===== src/rtl/ecc_syn_pkg.sv =====
// Shared constants and the result encoding of the ECC syndrome decoder.
// Assumes the fixed 24-bit code format: two 12-bit parity halves per sector.
package ecc_syn_pkg;
    localparam int RAW_W  = 32;
    localparam int CODE_W = 24;
    localparam int HALF_W = 12;
    localparam int BITS_W = 3;
    localparam int OFF_W  = HALF_W - BITS_W;
    localparam int LANES  = CODE_W / 8;

    typedef enum logic [1:0] {
        ST_CLEAN     = 2'd0,
        ST_FIXED     = 2'd1,
        ST_CODE_ONLY = 2'd2,
        ST_UNCORR    = 2'd3
    } ecc_status_e;
endpackage


===== src/rtl/ecc_code_pack.sv =====
// Packs the engine's raw parity word into the stored code: the low half
// stays put, the upper half drops four unused bits, and the result is
// inverted so that erased flash decodes as a matching code.
// Assumes raw bits 15:12 and 31:28 carry nothing of value.
module ecc_code_pack
    import ecc_syn_pkg::*;
(
    input  logic [RAW_W-1:0]  raw,
    output logic [CODE_W-1:0] code
);
    localparam logic [RAW_W-1:0] LOW_MASK  = RAW_W'((1 << HALF_W) - 1);
    localparam logic [RAW_W-1:0] HIGH_MASK = LOW_MASK << HALF_W;

    logic [RAW_W-1:0] squeezed;

    // Squeeze out the gap between the halves, then invert.
    always_comb begin
        squeezed = (raw & LOW_MASK) | ((raw >> 4) & HIGH_MASK);
        code     = ~squeezed[CODE_W-1:0];
    end
endmodule


===== src/rtl/ecc_diff_classify.sv =====
// Classifies the difference between a computed and a stored code and
// locates a single faulty data bit.
// Assumes SECTOR_BYTES does not exceed the 512 bytes the offset field spans.
module ecc_diff_classify
    import ecc_syn_pkg::*;
#(
    parameter int SECTOR_BYTES = 512
) (
    input  logic [CODE_W-1:0] calc,
    input  logic [CODE_W-1:0] stored,
    output ecc_status_e       status,
    output logic [OFF_W-1:0]  offset,
    output logic [BITS_W-1:0] bitpos
);
    localparam logic [OFF_W:0] LIMIT = (OFF_W+1)'(SECTOR_BYTES);

    logic [CODE_W-1:0] diff;
    logic [HALF_W-1:0] lo_half;
    logic [HALF_W-1:0] hi_half;
    logic              complement;
    logic              single_bit;
    logic              in_range;

    // Split the difference and derive the tests it is judged by.
    always_comb begin
        diff       = calc ^ stored;
        lo_half    = diff[HALF_W-1:0];
        hi_half    = diff[CODE_W-1:HALF_W];
        complement = ((hi_half ^ lo_half) == {HALF_W{1'b1}});
        single_bit = ((diff & (diff - CODE_W'(1))) == '0);
        offset     = diff[CODE_W-1:HALF_W+BITS_W];
        bitpos     = diff[HALF_W+BITS_W-1:HALF_W];
        in_range   = ({1'b0, offset} < LIMIT);
    end

    // Choose the outcome, complement test first.
    always_comb begin
        if (diff == '0)
            status = ST_CLEAN;
        else if (complement)
            status = in_range ? ST_FIXED : ST_UNCORR;
        else if (single_bit)
            status = ST_CODE_ONLY;
        else
            status = ST_UNCORR;
    end
endmodule


===== src/rtl/ecc_stream_fix.sv =====
// Replays sector bytes with one cycle of latency and inverts the chosen
// bit of the byte whose index matches the repair offset.
// Assumes bytes arrive in order from a sector boundary; the repair
// inputs hold steady for the whole sector.
module ecc_stream_fix
    import ecc_syn_pkg::*;
#(
    parameter int SECTOR_BYTES = 512
) (
    input  logic              clk,
    input  logic              rst_n,
    input  logic              fix_en,
    input  logic [OFF_W-1:0]  fix_off,
    input  logic [BITS_W-1:0] fix_bit,
    input  logic              s_valid,
    input  logic [7:0]        s_data,
    output logic              m_valid,
    output logic [7:0]        m_data,
    output logic              at_start
);
    localparam logic [OFF_W-1:0] LAST = OFF_W'(SECTOR_BYTES - 1);

    logic [OFF_W-1:0] byte_cnt;
    logic             hit;
    logic [7:0]       mask;

    // Flag the byte that carries the faulty bit.
    always_comb hit = fix_en && (byte_cnt == fix_off);

    // One mask bit per lane, lit only for the reported position.
    for (genvar g = 0; g < 8; g++) begin : g_mask
        always_comb mask[g] = hit && (fix_bit == BITS_W'(g));
    end

    // Count bytes within the sector, wrapping at its end.
    always_ff @(posedge clk) begin
        if (!rst_n)
            byte_cnt <= '0;
        else if (s_valid)
            byte_cnt <= (byte_cnt == LAST) ? '0 : byte_cnt + OFF_W'(1);
    end

    // Register each byte out, repaired where the mask says so.
    always_ff @(posedge clk) begin
        if (!rst_n) begin
            m_valid <= 1'b0;
            m_data  <= '0;
        end else begin
            m_valid <= s_valid;
            if (s_valid)
                m_data <= s_data ^ mask;
        end
    end

    // Report when the next byte starts a sector.
    always_comb at_start = (byte_cnt == '0);
endmodule


===== src/rtl/ecc_syndrome_top.sv =====
// Top of the ECC syndrome decoder: stored-code packing, the compare
// request with its registered result, and the repairing byte stream.
// Assumes requests are issued only between sectors.
module ecc_syndrome_top
    import ecc_syn_pkg::*;
#(
    parameter int SECTOR_BYTES = 512
) (
    input  logic        clk,
    input  logic        rst_n,
    input  logic [31:0] raw_parity,
    output logic [7:0]  code_b0,
    output logic [7:0]  code_b1,
    output logic [7:0]  code_b2,
    input  logic        req_valid,
    output logic        req_ready,
    input  logic [23:0] calc_code,
    input  logic [23:0] read_code,
    output logic        res_valid,
    output logic [1:0]  res_status,
    output logic [8:0]  res_offset,
    output logic [2:0]  res_bit,
    input  logic        s_valid,
    input  logic [7:0]  s_data,
    output logic        m_valid,
    output logic [7:0]  m_data
);
    logic [CODE_W-1:0]           packed_code;
    logic [LANES-1:0][7:0]       lanes;
    ecc_status_e                 cls_status;
    logic [OFF_W-1:0]            cls_offset;
    logic [BITS_W-1:0]           cls_bit;
    ecc_status_e                 status_q;
    logic [OFF_W-1:0]            offset_q;
    logic [BITS_W-1:0]           bit_q;
    logic                        stream_start;
    logic                        accept;

    ecc_code_pack u_pack (
        .raw  (raw_parity),
        .code (packed_code)
    );

    // Split the code into byte lanes, least significant first.
    for (genvar g = 0; g < LANES; g++) begin : g_lane
        always_comb lanes[g] = packed_code[8*g +: 8];
    end

    always_comb begin
        code_b0 = lanes[0];
        code_b1 = lanes[1];
        code_b2 = lanes[2];
    end

    ecc_diff_classify #(.SECTOR_BYTES(SECTOR_BYTES)) u_cls (
        .calc   (calc_code),
        .stored (read_code),
        .status (cls_status),
        .offset (cls_offset),
        .bitpos (cls_bit)
    );

    // Take requests only at a sector boundary with no byte on offer.
    always_comb begin
        req_ready = stream_start && !s_valid;
        accept    = req_valid && req_ready;
    end

    // Pulse the result flag in the cycle after an acceptance.
    always_ff @(posedge clk) begin
        if (!rst_n)
            res_valid <= 1'b0;
        else
            res_valid <= accept;
    end

    // Capture the classification of each accepted request.
    always_ff @(posedge clk) begin
        if (!rst_n) begin
            status_q <= ST_CLEAN;
            offset_q <= '0;
            bit_q    <= '0;
        end else if (accept) begin
            status_q <= cls_status;
            offset_q <= cls_offset;
            bit_q    <= cls_bit;
        end
    end

    always_comb begin
        res_status = status_q;
        res_offset = offset_q;
        res_bit    = bit_q;
    end

    ecc_stream_fix #(.SECTOR_BYTES(SECTOR_BYTES)) u_stream (
        .clk      (clk),
        .rst_n    (rst_n),
        .fix_en   (status_q == ST_FIXED),
        .fix_off  (offset_q),
        .fix_bit  (bit_q),
        .s_valid  (s_valid),
        .s_data   (s_data),
        .m_valid  (m_valid),
        .m_data   (m_data),
        .at_start (stream_start)
    );
endmodule


===== config.mk =====
export PLATFORM = sky130hd
export DESIGN_NAME = ecc_syndrome_top
export DESIGN_NICKNAME = d
export VERILOG_FILES = /design/src/rtl/ecc_syn_pkg.sv /design/src/rtl/ecc_code_pack.sv /design/src/rtl/ecc_diff_classify.sv /design/src/rtl/ecc_stream_fix.sv /design/src/rtl/ecc_syndrome_top.sv
export SDC_FILE = /design/constraint.sdc
export NUM_CORES = 1
export LEC_CHECK = 0
export BUFFER_PORTS_ARGS = -buffer_cell sky130_fd_sc_hd__buf_2
export CORE_MARGIN = 2
export CORE_UTILIZATION = 50
export DETAILED_ROUTE_END_ITERATION = 7
export MAX_ROUTING_LAYER = met4
export PLACE_DENSITY = 0.87
export SKIP_CTS_REPAIR_TIMING = 1
export SKIP_LAST_GASP = 1
export SLEW_MARGIN = 10
export SYNTH_ARGS = -nofsm -noshare
export SYNTH_HDL_FRONTEND = slang
export SYNTH_HIERARCHICAL = 1
export SYNTH_SLANG_ARGS = --single-unit

===== constraint.sdc =====
create_clock -name clk -period 3.6 [get_ports clk]
set_input_delay 0.18 -clock clk [delete_from_list [all_inputs] [get_ports clk]]
set_output_delay 0.18 -clock clk [all_outputs]
set_load 0.005 [all_outputs]

# Yosys cells after proc, flatten, opt, wreduce, memory -nomap -nowiden
# Cells that the tools add are included.
# W data, S select, Z words.
[word_totals] reg_bits=33 input_bits=92 out_inout_bits=49
[op_classes] add_sub_neg=2 eq_ne=11 mux=4 n_bitwise=6 n_reduce_logical=16
[ops] op="$logic_not A24 Y1" n=2
[ops] op="$and A24 B24 Y24" n=1
[ops] op="$not A24 Y24" n=1
[ops] op="$or A12 B24 Y24" n=1
[ops] op="$sub A24 B1 Y24 const B" n=1
[ops] op="$xor A24 B24 Y24" n=1
[ops] op="$eq A12 B12 Y1 const B" n=1
[ops] op="$eq A3 B3 Y1 const B" n=4
[ops] op="$xor A12 B12 Y12" n=1
[ops] op="$logic_and A1 B1 Y1" n=11
[ops] op="$add A9 B1 Y9 const B" n=1
[ops] op="$eq A9 B9 Y1" n=1
[ops] op="$eq A9 B9 Y1 const B" n=1
[ops] op="$logic_not A9 Y1" n=1
[ops] op="$mux W9" n=1
[ops] op="$xor A8 B8 Y8" n=1
[ops] op="$eq A3 B2 Y1 const B" n=2
[ops] op="$mux W2" n=2
[ops] op="$eq A3 B1 Y1 const B" n=1
[ops] op="$logic_not A3 Y1" n=1
[ops] op="$eq A2 B1 Y1 const B" n=1
[ops] op="$logic_not A1 Y1" n=1
[ops] op="$mux W1" n=1

# Depth between registers and ports, before layout
[depth] word_depth=7 mapped_depth=10 mapped_depth_nobuf=10

# Hierarchy
# Netlist, hierarchy kept.
[by_module_without_submodules] module="ecc_stream_fix" n_inst=1 cells_each=157 area_each_um2=1278.7 seq_area_each_um2=360.3
[by_module_without_submodules] module="ecc_diff_classify" n_inst=1 cells_each=89 area_each_um2=728.2 seq_area_each_um2=0.0
[by_module_without_submodules] module="ecc_syndrome_top" n_inst=1 cells_each=66 area_each_um2=621.8 seq_area_each_um2=300.3
[by_module_without_submodules] module="ecc_code_pack" n_inst=1 cells_each=24 area_each_um2=90.1 seq_area_each_um2=0.0

# Worst setup path before layout
# Ideal clock, no wire load.
[synth_path] kind="input-to-reg" start="in read_code[5]" end="reg status_q[0] (netlist: res_status[0])" t_arrival_ps=1787 required_time_ps=3482 setup_slack_ps=1695 stages=9 path_buffers=0 cell_sequence="xnor2_2 > nand4_2 > nor4_4 > nand3_2 > or3_1 > o22ai_2 > nand4b_1 > nand2_1 > mux2i_1"
[synth_via] elab_chain_len=7 elab_cells_between_ends=10 classes_between="add/sub: 1; eq/ne: 1; mux: 3; bitwise: 3; reduce/logical: 2"
[synth_lines] element="start, declared" line="ecc_syndrome_top.sv:18" source="input logic [23:0] read_code,"
[synth_lines] element="$xor A24 B24 Y24 (*)" line="ecc_diff_classify.sv:26" source="diff = calc ^ stored;"
[synth_lines] element="$sub A24 B1 Y24" line="ecc_diff_classify.sv:30" source="single_bit = ((diff & (diff - CODE_W'(1))) == '0);"
[synth_lines] element="$and A24 B24 Y24" line="ecc_diff_classify.sv:30"
[synth_lines] element="$logic_not A24 Y1" line="ecc_diff_classify.sv:30"
[synth_lines] element="$mux W1" line="ecc_diff_classify.sv:42" source="else if (single_bit)"
[synth_lines] element="$mux W2" line="ecc_diff_classify.sv:40" source="else if (complement)"
[synth_lines] element="$mux W2 (*)" line="ecc_diff_classify.sv:38" source="if (diff == '0)"
[synth_lines] element="via cls_status[0]" line="ecc_syndrome_top.sv:30" source="ecc_status_e cls_status;"
[synth_lines] element="end signal, assigned" line="ecc_syndrome_top.sv:84" source="status_q <= cls_status;"
[synth_lines] element="end, declared" line="ecc_syndrome_top.sv:33" source="ecc_status_e status_q;"
# Mark *: on every way through the listed nets, which the timed path passes. The rest lies on a longest branch.
# A chain may end at the register's enable or synchronous reset.

# Final worst setup path
[layout_path] start="in read_code[1]" end="reg status_q[0] (netlist: res_status[0])"
# Same word-level chain as after synthesis.

==> flow_metrics.py <==
metrics = {
    "sta": {
        "timing.final.setup_violations": 0,
        "rsz0062_at_grt": "false",
        "fin_skew_ns": 0.00861,
        "timing.final.hold_violations": 0,
        "timing.final.crit_share_pct": 57.6,
        "finalMaxSlewViolations": 0,
        "totalNegativeSetupSlack_ns": 0,
        "maxSlewHeadroom_pct": 31.8,
        "timing.final.crit_period_ns": 2.07,
        "final_hold_slack_ns": 0.231,
        "worstMarginPinSlew_ns": 1.02,
        "max_clock_freq_mhz": 483,
    },
    "cells_and_area": {
        "drive_gt1_share_pct": 35.9,
        "finish.net_count": 554,
        "final_design_area_no_fill_sq_mm": 0.00347,
        "areaGrowthSynthToFinish_pct": 27.7,
        "post_layout_nonfiller_instances": 530,
        "final_core_utilization_pct": 67.1,
        "insertedDiodeCount": 0,
    },
    "floorplanning": {
        "die_height_um": 77.7,
        "die_x_um": 77.7,
        "die_area_sq_mm": 0.00604,
        "placement_rows": 26,
        "design.core.area_sq_mm": 0.00517,
        "io_pins": 141,
        "floorplan.initialDensity_pct": 52.6,
    },
    "global_route": {
        "grt_pass1_wl_um": 11600,
        "antenna_found_initial": 0,
        "grt_overflow_total": 0,
        "vias_in_the_first_global_route": 2713,
        "grt_max_degree": 67,
        "groute.usage.overall_pct": 23.9,
    },
    "cts": {
        "clock_tree.htree_level_count": 2,
        "clock_path_buffers": 2,
        "clk-insertion-delay-late_ns": 0.29,
        "clock_sinks": 33,
        "cts_buffers": 5,
        "tritoncts_clock_tree": "done",
        "cts-root-buf": "clkbuf_8",
        "clock_slew_at_reported_path_ffs_ns": 0.08,
    },
    "synth": {
        "count_of_distinct_cell_types_in_the_synthesized_netlist": 49,
        "async_set_or_reset_flop_fraction_in_the_synthesized_netlist_pct": 0,
        "post_synth.cell_area_avg_sq_um": 8.09,
        "register_area_share_after_synthesis_pct": 24.3,
        "synth.cell_area_sq_mm": 0.00272,
        "post_synthesis_net_count": 431,
        "synth.ff_latch_count": 33,
        "synth_top_flop_cell": "dfxtp_1",
        "yosysWarningCount": 6,
        "syn-instance-count": 336,
        "count_of_flip_flops_with_a_built_in_enable_after_synthesis": 0,
    },
    "pwr": {
        "standby_leakage_power_nw": 1.66,
        "p_per_area_mw_per_mm2": 316,
        "clockPowerShare_pct": 32.2,
        "power.net_switching_w": 0.000349,
        "combinationalPowerShare_pct": 30.7,
        "pwr-share-seq_pct": 37.1,
        "swShare_pct": 31.8,
        "peakVddDrop_mv": 0.225,
        "int_pwr_w": 0.000749,
    },
    "flow_run": {
        "drv_cap": 0,
    },
    "placed_design": {
        "place.detailed.instances": 522,
        "detailed_place.area_sq_mm": 0.00336,
        "dp.final_hpwl_um": 5250,
        "gp_routability_congestion": 0.893,
        "buffer_ports.inserted": 132,
    },
    "status": {
        "status": "completed",
    },
    "worst_setup_path": {
        "critical_path.reg2reg.startpoint": "u_stream/byte_cnt[2]",
        "setup.worst_path.start_class": "input pin",
        "cp-endpoint": "res_status[0]",
        "timing.reg2reg.setup_slack_ns": 1.61,
        "arrival_ns": 2.22,
        "path_max_fanout": 6,
        "critPathLaunch": "read_code[1]",
        "worst_setup_path_end_kind": "flip-flop",
        "rr_worst_depth": 4,
        "timing.rr.end": "res_bit[1]",
        "critPathRequiredTime_ns": 3.74,
        "critPathKind": "in -> reg",
    },
    "worst_hold_path": {
        "min_from": "s_data[6]",
        "hp-class": "in -> reg",
    },
    "routing": {
        "drt_drc_violations_left": 0,
        "routed_via_density": 5.50,
        "routed-via-count": 2916,
        "drt_pass1_iterations": 7,
        "initial_drc_count": 148,
        "antenna_left": 0,
        "routedWlPerCell_um": 13.0,
        "finalWirelength_um": 6880,
    },
}
-- critical path, stage by stage --
cell and delay (ns):
buf_2 0.11, xnor2_2 0.29, nand4_2 0.21, nor4_4 0.49, nand3_1 0.18, maj3_2 0.34, o22ai_1 0.15, nand4b_1 0.11
nand2_1 0.07, mux2i_1 0.09
-- kinds of logic (layout without fill, tap and decap cells) --
| kind of cell | after synthesis | in the layout | share of synthesized area [%] |
|---|---|---|---|
| AO/OA/AOI/OAI | 27 | 27 | 6.90 |
| multiplexers | 16 | 16 | 5.89 |
| XOR/XNOR | 51 | 51 | 18.9 |
| adder cells (fa/ha/maj) | 5 | 5 | 2.21 |
| flip-flops | 33 | 33 | 24.3 |
| AND/OR/NAND/NOR | 159 | 159 | 33.7 |
| buffers and inverters | 45 | 169 | 8.05 |
-- cells in the final DEF, fill, tap and decap left out, drive strengths merged, types with 10 or more instances in the layout --
cell type,instances
inv,29
nand4,15
nand2,46
xnor2,35
xor2,16
buf,132
nand3,13
nor2,14
nand3b,10
dfxtp,33
mux2i,16
nor4,11
-- worst min-delay path by stage --
| stage | slack [ns] | endpoint | cells past startpoint |
|---|---|---|---|
| 2_1_floorplan | 0.39 | code_b0[0] | 1 |
| 5_1_grt | 0.24 | u_stream/m_data[6] | 4 |
| 3_3_place_gp | 0.46 | res_status[0] | 2 |
| 3_5_place_dp | 0.47 | res_status[1] | 2 |
| 6_report | 0.23 | u_stream/m_data[6] | 4 |
| 4_1_cts | 0.23 | u_stream/m_data[6] | 4 |
-- synthesized netlist by cell type (2+ instances only) --
cell / instances / area [sq um]
o22ai_1: 2 / 12.5
nor2b_1: 5 / 31.3
nand2_1: 46 / 173
nand4_1: 14 / 87.6
nand4b_1: 9 / 78.8
and4_1: 3 / 26.3
or3_1: 9 / 56.3
inv_1: 29 / 109
xor2_1: 16 / 140
nand3_1: 12 / 60.1
and2_1: 5 / 31.3
o2111ai_1: 3 / 26.3
maj3_2: 2 / 22.5
o21ai_0: 4 / 20.0
or2_2: 2 / 12.5
xnor2_2: 9 / 146
a31oi_1: 9 / 56.3
clkbuf_1: 7 / 26.3
buf_6: 4 / 45.0
a21oi_1: 2 / 10.0
and3b_1: 2 / 17.5
nand3b_1: 10 / 75.1
dfxtp_1: 33 / 661
nor4_1: 10 / 62.6
xnor2_1: 26 / 228
nor3_1: 4 / 20.0
nand2b_1: 3 / 18.8
mux2i_1: 16 / 160
ha_1: 3 / 37.5
nor2_1: 14 / 52.6
buf_2: 3 / 15.0
and4_2: 2 / 20.0
a22oi_1: 2 / 15.0
-- per-stage QoR --
stage / power, W / worst slack (ns)
finish: 0.00110 / 1.53
global route: 0.00117 / 1.39
CTS: 0.00110 / 1.57
detailed placement: 0.000749 / 1.27
global placement: 0.000740 / 1.34
floorplan: 0.000636 / 1.70
-- flip-flops by register name (all words and copies together), names as in the netlist --
register	cells
res_offset	9
u_stream/byte_cnt	9
u_stream/m_data	8
res_bit	3
res_status	2
res_valid	1
u_stream/m_valid	1
-- layout make-up --
cell class / instances / area, sq um
inverters: 29 / 109
fillers: 448 / 1700
repair buffers: 132 / 661
clock buffers: 5 / 68.8
well taps: 70 / 87.6
multi-input cells: 258 / 1840
flip-flops and latches: 33 / 661
clock inverters: 3 / 46.3
-- routing by layer --
layer / share of wire (%) / global-route usage [%]
met3: 8.2 / 4.07
met2: 49 / 39.7
met4: 1.8 / 9.82
met5: 0 / -
met1: 41 / 28.5
-- power by group through the flow --
stage,logic [W],clock network [W],registers [W]
floorplan,0.000223,0,0.000413
global placement,0.000325,0,0.000414
detailed placement,0.000334,0,0.000415
CTS,0.000335,0.000356,0.000407
global route,0.000376,0.000380,0.000411
finish,0.000337,0.000353,0.000408
Power figures use the tool's default switching activity.
